$ cat src/rtl/gpt_pkg.sv
package gpt_pkg;

    localparam int HALF_W = 16;
    localparam int WORD_W = 2 * HALF_W;
    localparam int AW     = 8;
    localparam int CTRL_W = 16;
    localparam int MODE_W = 4;
    localparam int ST_W   = 8;
    localparam int CFG_W  = 3;

    // register offsets
    localparam logic [AW-1:0] A_CFG     = 8'h00;
    localparam logic [AW-1:0] A_MODE_A  = 8'h04;
    localparam logic [AW-1:0] A_MODE_B  = 8'h08;
    localparam logic [AW-1:0] A_CTRL    = 8'h0C;
    localparam logic [AW-1:0] A_IMASK   = 8'h18;
    localparam logic [AW-1:0] A_RAW     = 8'h1C;
    localparam logic [AW-1:0] A_MSK_ST  = 8'h20;
    localparam logic [AW-1:0] A_ICLR    = 8'h24;
    localparam logic [AW-1:0] A_LOAD_A  = 8'h28;
    localparam logic [AW-1:0] A_LOAD_B  = 8'h2C;
    localparam logic [AW-1:0] A_MATCH_A = 8'h30;
    localparam logic [AW-1:0] A_MATCH_B = 8'h34;
    localparam logic [AW-1:0] A_PRE_A   = 8'h38;
    localparam logic [AW-1:0] A_PRE_B   = 8'h3C;
    localparam logic [AW-1:0] A_PMT_A   = 8'h40;
    localparam logic [AW-1:0] A_PMT_B   = 8'h44;
    localparam logic [AW-1:0] A_VALUE   = 8'h48;

    localparam logic [ST_W-1:0] IMASK_KEEP = 8'h77;
    localparam int ST_TIMEOUT  = 0;
    localparam int ST_SECS_HIT = 2;

    localparam int CB_RUN_A   = 0;
    localparam int CB_TRIG    = 5;
    localparam int MB_ONESHOT = 0;

    localparam logic [CFG_W-1:0] SPLIT_CFG_MIN = 3'd4;

    typedef enum logic [CFG_W-1:0] {
        CFG_WIDE_DOWN = 3'd0,
        CFG_SECONDS   = 3'd1
    } cfg_e;

    typedef struct packed {
        logic [CFG_W-1:0]  cfg;
        logic              one_shot;
        logic              trig_en;
        logic [WORD_W-1:0] reload;
        logic [WORD_W-1:0] match;
    } tmr_ctl_t;

    typedef struct packed {
        logic start;
        logic stop;
        logic mask_wr;
        logic clr_wr;
    } bus_evt_t;

    function automatic logic [WORD_W-1:0] join_halves(input logic [HALF_W-1:0] hi,
                                                      input logic [HALF_W-1:0] lo);
        return {hi, lo};
    endfunction

    function automatic logic wide_view(input logic [CFG_W-1:0] cfg);
        return cfg < SPLIT_CFG_MIN;
    endfunction

endpackage

$ cat src/rtl/gpt_regs.sv
module gpt_regs
    import gpt_pkg::*;
(
    input  logic              clk,
    input  logic              rst,
    input  logic              wr_en,
    input  logic [AW-1:0]     addr,
    input  logic [WORD_W-1:0] wdata,
    input  logic [ST_W-1:0]   raw,
    input  logic [ST_W-1:0]   mask,
    input  logic [WORD_W-1:0] value,
    output logic [WORD_W-1:0] rdata,
    output tmr_ctl_t          ctl,
    output bus_evt_t          evt
);

    localparam int HALVES = 2;

    logic [CFG_W-1:0]  cfg_q;
    logic [CTRL_W-1:0] ctrl_q;
    logic [MODE_W-1:0] mode_q  [HALVES];
    logic [HALF_W-1:0] load_q  [HALVES];
    logic [HALF_W-1:0] match_q [HALVES];
    logic [HALF_W-1:0] pre_q   [HALVES];
    logic [HALF_W-1:0] pmt_q   [HALVES];

    logic [HALF_W-1:0] wlo, whi;
    logic              wide;

    assign wlo  = wdata[HALF_W-1:0];
    assign whi  = wdata[WORD_W-1:HALF_W];
    assign wide = wide_view(cfg_q);

    always_ff @(posedge clk) begin
        if (rst) begin
            cfg_q  <= '0;
            ctrl_q <= '0;
            for (int h = 0; h < HALVES; h++) begin
                mode_q[h]  <= '0;
                load_q[h]  <= '0;
                match_q[h] <= '0;
                pre_q[h]   <= '0;
                pmt_q[h]   <= '0;
            end
        end else if (wr_en) begin
            case (addr)
                A_CFG:     cfg_q      <= wdata[CFG_W-1:0];
                A_MODE_A:  mode_q[0]  <= wdata[MODE_W-1:0];
                A_MODE_B:  mode_q[1]  <= wdata[MODE_W-1:0];
                A_CTRL:    ctrl_q     <= wdata[CTRL_W-1:0];
                A_LOAD_A: begin
                    load_q[0] <= wlo;
                    if (wide) load_q[1] <= whi;
                end
                A_LOAD_B:  load_q[1]  <= wlo;
                A_MATCH_A: begin
                    match_q[0] <= wlo;
                    if (wide) match_q[1] <= whi;
                end
                A_MATCH_B: match_q[1] <= wlo;
                A_PRE_A:   pre_q[0]   <= wlo;
                A_PRE_B:   pre_q[1]   <= wlo;
                A_PMT_A:   pmt_q[0]   <= wlo;
                A_PMT_B:   pmt_q[1]   <= wlo;
                default: ;
            endcase
        end
    end

    logic ctrl_hit;
    assign ctrl_hit = wr_en && (addr == A_CTRL);

    always_comb begin
        evt.start   = ctrl_hit &&  wdata[CB_RUN_A] && !ctrl_q[CB_RUN_A];
        evt.stop    = ctrl_hit && !wdata[CB_RUN_A] &&  ctrl_q[CB_RUN_A];
        evt.mask_wr = wr_en && (addr == A_IMASK);
        evt.clr_wr  = wr_en && (addr == A_ICLR);
    end

    always_comb begin
        ctl.cfg      = cfg_q;
        ctl.one_shot = mode_q[0][MB_ONESHOT];
        ctl.trig_en  = ctrl_q[CB_TRIG];
        ctl.reload   = join_halves(load_q[1], load_q[0]);
        ctl.match    = join_halves(match_q[1], match_q[0]);
    end

    always_comb begin
        rdata = '0;
        case (addr)
            A_CFG:     rdata = WORD_W'(cfg_q);
            A_MODE_A:  rdata = WORD_W'(mode_q[0]);
            A_MODE_B:  rdata = WORD_W'(mode_q[1]);
            A_CTRL:    rdata = WORD_W'(ctrl_q);
            A_IMASK:   rdata = WORD_W'(mask);
            A_RAW:     rdata = WORD_W'(raw);
            A_MSK_ST:  rdata = WORD_W'(raw & mask);
            A_LOAD_A:  rdata = join_halves(wide ? load_q[1] : '0, load_q[0]);
            A_LOAD_B:  rdata = WORD_W'(load_q[1]);
            A_MATCH_A: rdata = join_halves(wide ? match_q[1] : '0, match_q[0]);
            A_MATCH_B: rdata = WORD_W'(match_q[1]);
            A_PRE_A:   rdata = WORD_W'(pre_q[0]);
            A_PRE_B:   rdata = WORD_W'(pre_q[1]);
            A_PMT_A:   rdata = WORD_W'(pmt_q[0]);
            A_PMT_B:   rdata = WORD_W'(pmt_q[1]);
            A_VALUE:   rdata = value;
            default:   rdata = '0;
        endcase
    end

endmodule

$ cat src/rtl/gpt_countdown.sv
module gpt_countdown
    import gpt_pkg::*;
(
    input  logic              clk,
    input  logic              rst,
    input  logic              enable,
    input  logic              start,
    input  logic              stop,
    input  logic              one_shot,
    input  logic [WORD_W-1:0] reload,
    output logic [WORD_W-1:0] count,
    output logic              running,
    output logic              timeout
);

    assign timeout = running && enable && (count == '0);

    always_ff @(posedge clk) begin
        if (rst) begin
            count   <= '0;
            running <= 1'b0;
        end else if (start) begin
            running <= 1'b1;
            count   <= reload;
        end else if (stop) begin
            running <= 1'b0;
        end else if (timeout) begin
            if (one_shot) running <= 1'b0;
            else          count   <= reload;
        end else if (running && enable) begin
            count <= count - WORD_W'(1);
        end
    end

endmodule

$ cat src/rtl/gpt_seconds.sv
module gpt_seconds
    import gpt_pkg::*;
#(
    parameter int DIV = 1000
) (
    input  logic              clk,
    input  logic              rst,
    input  logic              enable,
    input  logic              start,
    input  logic              stop,
    input  logic [WORD_W-1:0] match,
    output logic [WORD_W-1:0] secs,
    output logic              running,
    output logic              hit
);

    localparam int DW = (DIV > 1) ? $clog2(DIV) : 1;
    localparam logic [DW-1:0] LAST = DW'(DIV - 1);

    logic [DW-1:0]     div_q;
    logic              tick;
    logic [WORD_W-1:0] secs_nx;

    assign tick    = running && enable && (div_q == LAST);
    assign secs_nx = secs + WORD_W'(1);
    assign hit     = tick && (secs_nx == match);

    always_ff @(posedge clk) begin
        if (rst) begin
            div_q   <= '0;
            secs    <= '0;
            running <= 1'b0;
        end else if (start) begin
            div_q   <= '0;
            secs    <= '0;
            running <= 1'b1;
        end else if (stop) begin
            running <= 1'b0;
        end else if (tick) begin
            div_q <= '0;
            secs  <= secs_nx;
        end else if (running && enable) begin
            div_q <= div_q + DW'(1);
        end
    end

endmodule

$ cat src/rtl/gpt_status.sv
module gpt_status
    import gpt_pkg::*;
(
    input  logic            clk,
    input  logic            rst,
    input  logic [ST_W-1:0] set_vec,
    input  logic            clr_wr,
    input  logic [ST_W-1:0] clr_val,
    input  logic            mask_wr,
    input  logic [ST_W-1:0] mask_val,
    output logic [ST_W-1:0] raw,
    output logic [ST_W-1:0] mask,
    output logic            irq
);

    logic [ST_W-1:0] clr_eff;
    assign clr_eff = clr_wr ? clr_val : '0;

    always_ff @(posedge clk) begin
        if (rst) begin
            raw  <= '0;
            mask <= '0;
        end else begin
            raw <= (raw & ~clr_eff) | set_vec;
            if (mask_wr) mask <= mask_val & IMASK_KEEP;
        end
    end

    assign irq = |(raw & mask);

endmodule

$ cat src/rtl/gp_timer.sv
module gp_timer
    import gpt_pkg::*;
#(
    parameter int RTC_DIV = 1000
) (
    input  logic              clk,
    input  logic              rst,
    input  logic              bus_wr,
    input  logic [AW-1:0]     bus_addr,
    input  logic [WORD_W-1:0] bus_wdata,
    output logic [WORD_W-1:0] bus_rdata,
    output logic              irq_o,
    output logic              trig_o
);

    tmr_ctl_t          ctl;
    bus_evt_t          evt;
    logic [ST_W-1:0]   raw, mask, set_vec;
    logic [WORD_W-1:0] count, secs, value;
    logic              cnt_running, sec_running, timeout, sec_hit;
    logic              trig_q, trig_en;
    logic [CFG_W-1:0]  cfg;

    assign trig_en = ctl.trig_en;
    assign cfg     = ctl.cfg;

    gpt_regs i_regs (
        .clk   (clk),
        .rst   (rst),
        .wr_en (bus_wr),
        .addr  (bus_addr),
        .wdata (bus_wdata),
        .raw   (raw),
        .mask  (mask),
        .value (value),
        .rdata (bus_rdata),
        .ctl   (ctl),
        .evt   (evt)
    );

    gpt_countdown i_down (
        .clk      (clk),
        .rst      (rst),
        .enable   (cfg == CFG_WIDE_DOWN),
        .start    (evt.start),
        .stop     (evt.stop),
        .one_shot (ctl.one_shot),
        .reload   (ctl.reload),
        .count    (count),
        .running  (cnt_running),
        .timeout  (timeout)
    );

    gpt_seconds #(.DIV(RTC_DIV)) i_secs (
        .clk     (clk),
        .rst     (rst),
        .enable  (cfg == CFG_SECONDS),
        .start   (evt.start),
        .stop    (evt.stop),
        .match   (ctl.match),
        .secs    (secs),
        .running (sec_running),
        .hit     (sec_hit)
    );

    always_comb begin
        set_vec              = '0;
        set_vec[ST_TIMEOUT]  = timeout;
        set_vec[ST_SECS_HIT] = sec_hit;
    end

    gpt_status i_stat (
        .clk      (clk),
        .rst      (rst),
        .set_vec  (set_vec),
        .clr_wr   (evt.clr_wr),
        .clr_val  (bus_wdata[ST_W-1:0]),
        .mask_wr  (evt.mask_wr),
        .mask_val (bus_wdata[ST_W-1:0]),
        .raw      (raw),
        .mask     (mask),
        .irq      (irq_o)
    );

    assign value = (cfg == CFG_SECONDS) ? secs : count;

    always_ff @(posedge clk) begin
        if (rst) trig_q <= 1'b0;
        else     trig_q <= timeout && trig_en;
    end

    assign trig_o = trig_q;

endmodule

$ cat config.mk
export PLATFORM = sky130hd
export DESIGN_NAME = gp_timer
export DESIGN_NICKNAME = d
export VERILOG_FILES = /design/src/rtl/gpt_pkg.sv /design/src/rtl/gpt_regs.sv /design/src/rtl/gpt_countdown.sv /design/src/rtl/gpt_seconds.sv /design/src/rtl/gpt_status.sv /design/src/rtl/gp_timer.sv
export SDC_FILE = /design/constraint.sdc
export NUM_CORES = 1
export LEC_CHECK = 0
export ABC_AREA = 1
export ABC_CLOCK_PERIOD_IN_PS = 8039
export BUFFER_PORTS_ARGS = -buffer_cell sky130_fd_sc_hd__buf_2
export CAP_MARGIN = 10
export CORE_UTILIZATION = 36
export CTS_BUF_LIST = sky130_fd_sc_hd__clkbuf_8
export CTS_CLUSTER_DIAMETER = 30
export DETAILED_ROUTE_END_ITERATION = 12
export PLACE_DENSITY = 0.52
export SLEW_MARGIN = 20
export SYNTH_ARGS = -nofsm -noshare
export SYNTH_HDL_FRONTEND = slang
export SYNTH_SLANG_ARGS = --single-unit
$ cat constraint.sdc
create_clock -name clk -period 8.04 [get_ports clk]
set_input_delay 1.608 -clock clk [delete_from_list [all_inputs] [get_ports clk]]
set_output_delay 1.608 -clock clk [all_outputs]
set_load 0.02 [all_outputs]
==> flow_summary_export.csv, run 1 <==
group,metric,value,unit
drt,drt_first_pass_iters,6,
worst_setup_path,cp-start-kind,"primary input",
timing,fin_ws,2290,ps
worst_setup_path,worst_ep_arrival_time,4140,ps
drt,ant_nets,0,
synthesis,syn_inst,1725,
drt,viasPerCell,5.59,
worst_setup_path,cp_data_required_time,6430,ps
clock_tree,cts-root-buf,"clkbuf_8",
synthesis,synth_compound_area_share,17.9,%
synthesis,yosys.area.top_type,"edfxtp_1",
finish,nets,1877,
power_and_ir_drop,vdd_drop_max,138,uV
clock_tree,cts_resized,0,
placement,port_buffers,76,
worst_setup_path,worstPathCellList,"buf_2, nor2_2, inv_1, nor2_1, nand2_1, clkinv_1, nand2_1, o221ai_1, buf_2",
run_status,status,"finished clean",
synthesis,seq_area_frac_synth,47.0,%
finish,syn2layout_area_growth,18.4,%
timing,skew,43.4,ps
timing,period_share,71.5,%
synthesis,async_flop_share,0,%
placement,placed_area,14200,um^2
clock_tree,h-tree-depth,3,
global_route,grt_first_pass_wirelength,78000,um
synthesis,synth_xor_area_share,2.08,%
clock_tree,cts_made_buffers,74,
timing,max_freq,174,MHz
synthesis,synthSimpleGateAreaFrac,24.8,%
synthesis,yosysUniqueCellTypes,48,
finish,final_cells,2356,
synthesis,synth_flop_cell,"edfxtp_1",
global_route,grt_pass1_vias,12433,
synthesis,netlist.area_leader.share,30.6,%
floorplan,core-area,36500,um^2
synthesis,synth.area.mux_share,0,%
timing,relSlewSlack,29.4,%
clock_tree,tritoncts,"built",
placement,hpwl,38400,um
synthesis,yosysMostFrequentCell,"nand2_1",
drt,drt_iter0_markers,1238,
floorplan,die_h,195,um
drt,wirelength,52700,um
finish,layout-drive-gt1-share,13.4,%
global_route,antenna_found_initial,2,
power_and_ir_drop,p_per_area,219,nW/um^2
timing,fin_setup_tns,0,ps
clock_tree,worstSkewPairLatency,640,ps
clock_tree,holdBufCountCts,0,
placement,gp_congestion,0.950,
worst_setup_path,slowest_delay,460,ps
timing,slew_viol_final,0,
synthesis,synth_edf_count,136,
clock_tree,post-cts-setup-buffers,0,
worst_setup_path,end_kind,"output port",
hold_path,hp-class,"reg -> reg",
synthesis,syn_nets,1773,
clock_tree,clockBufferDepth,3,
synthesis,synth_warnings,0,
finish,fill_cells,3812,
synthesis,synthTopCellsByArea,"edfxtp_1, dfxtp_1, nand2_1",
synthesis,avgSynthCellArea,7.75,um^2
timing,worst_slew_pin_slew,1060,ps
drt,drc,0,
worst_setup_path,critPathSlowestCell,"nand2_1",
floorplan,die_w,195,um
floorplan,start_util,36.6,%
timing,setup_violations,0,
timing,finalHoldViolCount,0,
global_route,grt_usage,27.8,%
flow_run,drv_cap,0,
timing,rsz0062_at_grt,"false",
worst_setup_path,path_max_fanout,15,
synthesis,synth_top_family_by_area,"simple AND/OR/NAND/NOR gates",
finish,final_area,15800,um^2
power_and_ir_drop,total_leakage_power,6.39,nW
drt,wl_per_cell,22.4,um
synthesis,synth_area,13400,um^2
synthesis,synthAdderAreaFrac,0.468,%
placement,pre_cts_slack,2320,ps
floorplan,num_io_pins,77,
worst_setup_path,rrSetupSlack,5150,ps
synthesis,ys_top_cells_by_count,"nand2_1, nor2_1, inv_1, edfxtp_1, o21ai_0",
global_route,grt_max_degree,57,
drt,vias,13180,
synthesis,yosys_register_bits,246,
floorplan,core.rowCount,70,
global_route,overflow,0,
clock_tree,clk_pin_slew,50,ps
floorplan,dieArea,37900,um^2
worst_setup_path,crit_type,"in -> out",
clock_tree,cts_sinks,246,
placement,dp.cells,2220,
timing,min_period,5750,ps
[area by class of cell]
class                      instances  area, um^2  area share, %
antenna                            1        2.50         0.0158
clock buffer                      88        1210           7.66
clock inverter                    46         437           2.76
inverter                         202         758           4.79
multi-input combinational       1215        6050           38.2
sequential                       246        6290           39.7
tap                              468         586           3.70
timing repair buffer              90         493           3.12
[per-stage QoR]
step,util [%],hold slack [ps],total power [W]
2_1_floorplan,-,417,0.00146
3_3_place_gp,38.8,450,0.00154
3_5_place_dp,38.8,455,0.00154
4_1_cts,43.3,460,0.00348
5_1_grt,43.3,492,0.00356
6_report,43.3,462,0.00347
[metal layers]
layer | up-vias | part of all wire (%) | global-route usage (%)
met3 | 121 | 9.8 | 6.94
met5 | - | 0 | 0
met4 | 0 | 3.7 | 11.0
met2 | 662 | 43 | 41.5
met1 | 6247 | 43 | 38.3
li1 | 6150 | - | -
[where the power goes]
group / internal, W / leakage (nW) / switching, W
combinational: 0.0000298 / 3.31 / 0.0000989
sequential: 0.00136 / 2.20 / 0.0000257
clock: 0.00120 / 0.877 / 0.000745
[kinds of logic after synthesis]
logic type      after synthesis
simple gates                783
flops                       246
xor+xnor                     27
fa+ha+maj                     5
buf+inv                     264
compound gates              400
[registers in the layout, indices dropped and copies added, names as in the netlist, 6 cells and up]
register	flops
i_down.count	32
i_secs.secs	32
i_stat.mask	6
i_regs.mode_q	8
i_regs.pre_q	32
i_regs.match_q	32
i_regs.ctrl_q	16
i_regs.load_q	32
i_regs.pmt_q	32
i_secs.div_q	10
i_stat.raw	8
[final timing paths]
check / cells past startpoint / startpoint / to
hold / removal: 2 / i_stat.raw[3] / i_stat.raw[3]
setup / recovery: 9 / bus_addr[7] / bus_rdata[27]
setup reg to reg: 9 / i_regs.cfg_q[2] / i_down.count[16]
hold reg to reg: 2 / i_stat.raw[3] / i_stat.raw[3]
[worst max-delay path, delay by kind of cell]
kind                   cells  cell delay (ps)
and+or+nand+nor            4             1360
buffers and inverters      4              770
AOI/OAI and AO/OA          1              380
[cells in the final DEF, fill, tap and decap left out, types with 9 or more instances in the layout]
cell type and count:
nand2_1 398, nor2_1 220, inv_1 199, edfxtp_1 136, o21ai_0 127, dfxtp_1 110, a21oi_1 105, nand3_1 89
clkbuf_8 88, buf_2 76, o22ai_1 46, a221oi_1 31, nand4_1 20, o21ai_1 17, xor2_1 16, clkinv_2 16
a211oi_1 14, nor3_1 13, o221ai_1 13, a31oi_1 13, buf_4 13, o2111ai_1 11, inv_2 9
(Power assumes the default switching activity.)
==> inputs of run 2 (changes only) <==
--- a/config.mk
+++ b/config.mk
@@ -5,8 +5,8 @@
 export SDC_FILE = /design/constraint.sdc
 export NUM_CORES = 1
 export LEC_CHECK = 0
-export ABC_AREA = 1
-export ABC_CLOCK_PERIOD_IN_PS = 8039
+export ABC_AREA = 0
+export ABC_CLOCK_PERIOD_IN_PS = 5300
 export BUFFER_PORTS_ARGS = -buffer_cell sky130_fd_sc_hd__buf_2
 export CAP_MARGIN = 10
 export CORE_UTILIZATION = 36
==> constraint.sdc (replaced) <==
create_clock -name clk -period 5.3 [get_ports clk]
set_input_delay 1.06 -clock clk [delete_from_list [all_inputs] [get_ports clk]]
set_output_delay 1.06 -clock clk [all_outputs]
set_load 0.02 [all_outputs]
==> flow_summary_export.csv, run 2 <==
group,metric,value,unit
clock_tree,clockBufferDepth,3,
worst_setup_path,crit_type,"in -> out",
clock_tree,cts_sinks,246,
synthesis,synth_edf_count,136,
timing,setup_violations,0,
power_and_ir_drop,total_leakage_power,5.59,nW
drt,drc,0,
worst_setup_path,path_max_fanout,17,
clock_tree,h-tree-depth,3,
finish,mostFrequentLayoutCells,"nand2_1, edfxtp_1, nor2_1",
floorplan,dieArea,37800,um^2
timing,max_freq,228,MHz
placement,gp_congestion,0.910,
global_route,grt_max_degree,84,
clock_tree,worstSkewPairLatency,630,ps
timing,relSlewSlack,24.7,%
timing,skew,55.3,ps
power_and_ir_drop,vdd_drop_max,248,uV
drt,ant_nets,0,
synthesis,syn_nets,1494,
synthesis,avgSynthCellArea,9.23,um^2
clock_tree,holdBufCountCts,0,
worst_setup_path,end_kind,"output port",
floorplan,num_io_pins,77,
clock_tree,tritoncts,"built",
power_and_ir_drop,p_clk_share,52.9,%
power_and_ir_drop,p_total,0.00495,W
synthesis,syn_inst,1446,
timing,worst_slew_pin_slew,1130,ps
worst_setup_path,cp-start-kind,"primary input",
synthesis,async_flop_share,0,%
worst_setup_path,critPathSlowestCell,"or2_2",
clock_tree,cts_resized,0,
timing,min_period,4380,ps
worst_setup_path,slowest_delay,520,ps
clock_tree,cts_made_buffers,69,
synthesis,yosysUniqueCellTypes,74,
synthesis,ys_top_cells_by_count,"nand2_1, edfxtp_1, nor2_1, a21oi_1, dfxtp_1",
worst_setup_path,cp_top_family,"simple AND/OR/NAND/NOR gates",
synthesis,yosys.area.top_type,"edfxtp_1",
worst_setup_path,path_buf_inv,3,
placement,hpwl,35100,um
worst_setup_path,cp_data_required_time,4240,ps
power_and_ir_drop,p_per_area,316,nW/um^2
timing,slew_viol_final,0,
timing,rsz0062_at_grt,"false",
synthesis,yosysMostFrequentCell,"nand2_1",
power_and_ir_drop,pwr-share-comb,3.9,%
hold_path,min_from,"i_stat.raw[7]",
placement,port_buffers,76,
synthesis,seq_area_frac_synth,47.1,%
power_and_ir_drop,power_switching_share,25.3,%
floorplan,die_h,195,um
clock_tree,cts-root-buf,"clkbuf_8",
timing,fin_setup_tns,0,ps
global_route,antenna_found_initial,0,
finish,syn2layout_area_growth,17.2,%
drt,drt_iter0_markers,1281,
power_and_ir_drop,switching_power,0.00125,W
worst_setup_path,worst_ep_arrival_time,3320,ps
run_status,status,"finished clean",
finish,final_area,15600,um^2
hold_path,hp-class,"reg -> reg",
global_route,overflow,0,
drt,viasPerCell,5.89,
drt,wl_per_cell,24.3,um
worst_setup_path,worstPathCellList,"buf_2, nor3b_1, nand2b_1, or2_2, buf_4, a21oi_1, a21oi_1, nand3_1, buf_2",
global_route,grt_pass1_vias,11480,
floorplan,core.rowCount,70,
drt,wirelength,49800,um
synthesis,synth_flop_cell,"edfxtp_1",
global_route,grt_usage,26.2,%
timing,finalHoldViolCount,0,
finish,layout-drive-gt1-share,16.0,%
floorplan,die_w,195,um
finish,antennaDiodeCount,0,
synthesis,yosys_register_bits,246,
worst_setup_path,worstSetupStartpoint,"bus_addr[1]",
worst_setup_path,timing.rr.start,"i_regs.cfg_q[2]",
floorplan,start_util,36.5,%
flow_run,drv_cap,0,
global_route,grt_first_pass_wirelength,74200,um
drt,drt_first_pass_iters,8,
timing,period_share,82.7,%
synthesis,synth_area,13300,um^2
placement,placed_area,14200,um^2
finish,final_util,42.8,%
clock_tree,post-cts-setup-buffers,0,
synthesis,synthTopCellsByArea,"edfxtp_1, dfxtp_1, nand2_1",
synthesis,netlist.area_leader.share,30.6,%
clock_tree,clk_pin_slew,50,ps
power_and_ir_drop,seq_power_share,43.2,%
floorplan,core-area,36500,um^2
synthesis,synth_warnings,0,
power_and_ir_drop,internal-power,0.00370,W
finish,final_common_cell,"nand2_1",
drt,vias,12052,
finish,nets,1571,
## run 2: area by class of cell
cell class / instances / area, um^2
clock buffer: 75 / 1030
clock inverter: 51 / 399
fill: 3618 / 20900
inverter: 14 / 52.6
multi-input combinational: 1085 / 6660
sequential: 246 / 6290
tap: 468 / 586
timing repair buffer: 107 / 626
## run 2: final timing paths
check,slack (ps),endpoint,depth (start not counted)
min reg2reg,450,i_stat.raw[7],2
max,920,bus_rdata[0],9
min,450,i_stat.raw[7],2
max reg2reg,1690,i_down.count[31],7
## run 2: through the flow
stage	setup WS (ps)	hold slack [ps]	std cells
final	918	453	2046
after global routing	701	473	2046
after CTS	876	450	2046
after detailed placement	889	438	1920
after global placement	898	438	1920
after floorplan	1550	426	1446
## run 2: logic make-up (layout without fill, tap and decap cells)
logic type,count (synthesis),count (layout),share of synthesized area (%)
flops,246,246,47.1
buf+inv,115,247,3.41
fa+ha+maj,5,5,0.469
xor+xnor,79,79,5.19
compound gates,332,332,16.9
mux,35,35,2.94
simple gates,634,634,24.0
## run 2: per-layer routing
metal | track usage (%) | vias to the layer above | routed length, um
li1 | - | 5514 | -
met1 | 36.6 | 5848 | 22500
met2 | 39.2 | 584 | 21800
met3 | 6.52 | 106 | 4230
met4 | 8.58 | 0 | 1310
met5 | 0 | - | 0
## run 2: power by group through the flow
stage,registers (W),logic [W],clock network (W)
after floorplan,0.00213,0.000111,0
after global placement,0.00217,0.000192,0
after detailed placement,0.00217,0.000194,0
after CTS,0.00213,0.000194,0.00266
after global routing,0.00214,0.000210,0.00276
final,0.00214,0.000194,0.00262
## run 2: worst reg2reg max path: stages (launching register included)
cell	delay [ps]
dfxtp_1	420
or4b_1	760
or4_1	590
nor4_4	690
nor2_4	360
mux2_1	430
a32oi_1	150
nor2_1	50
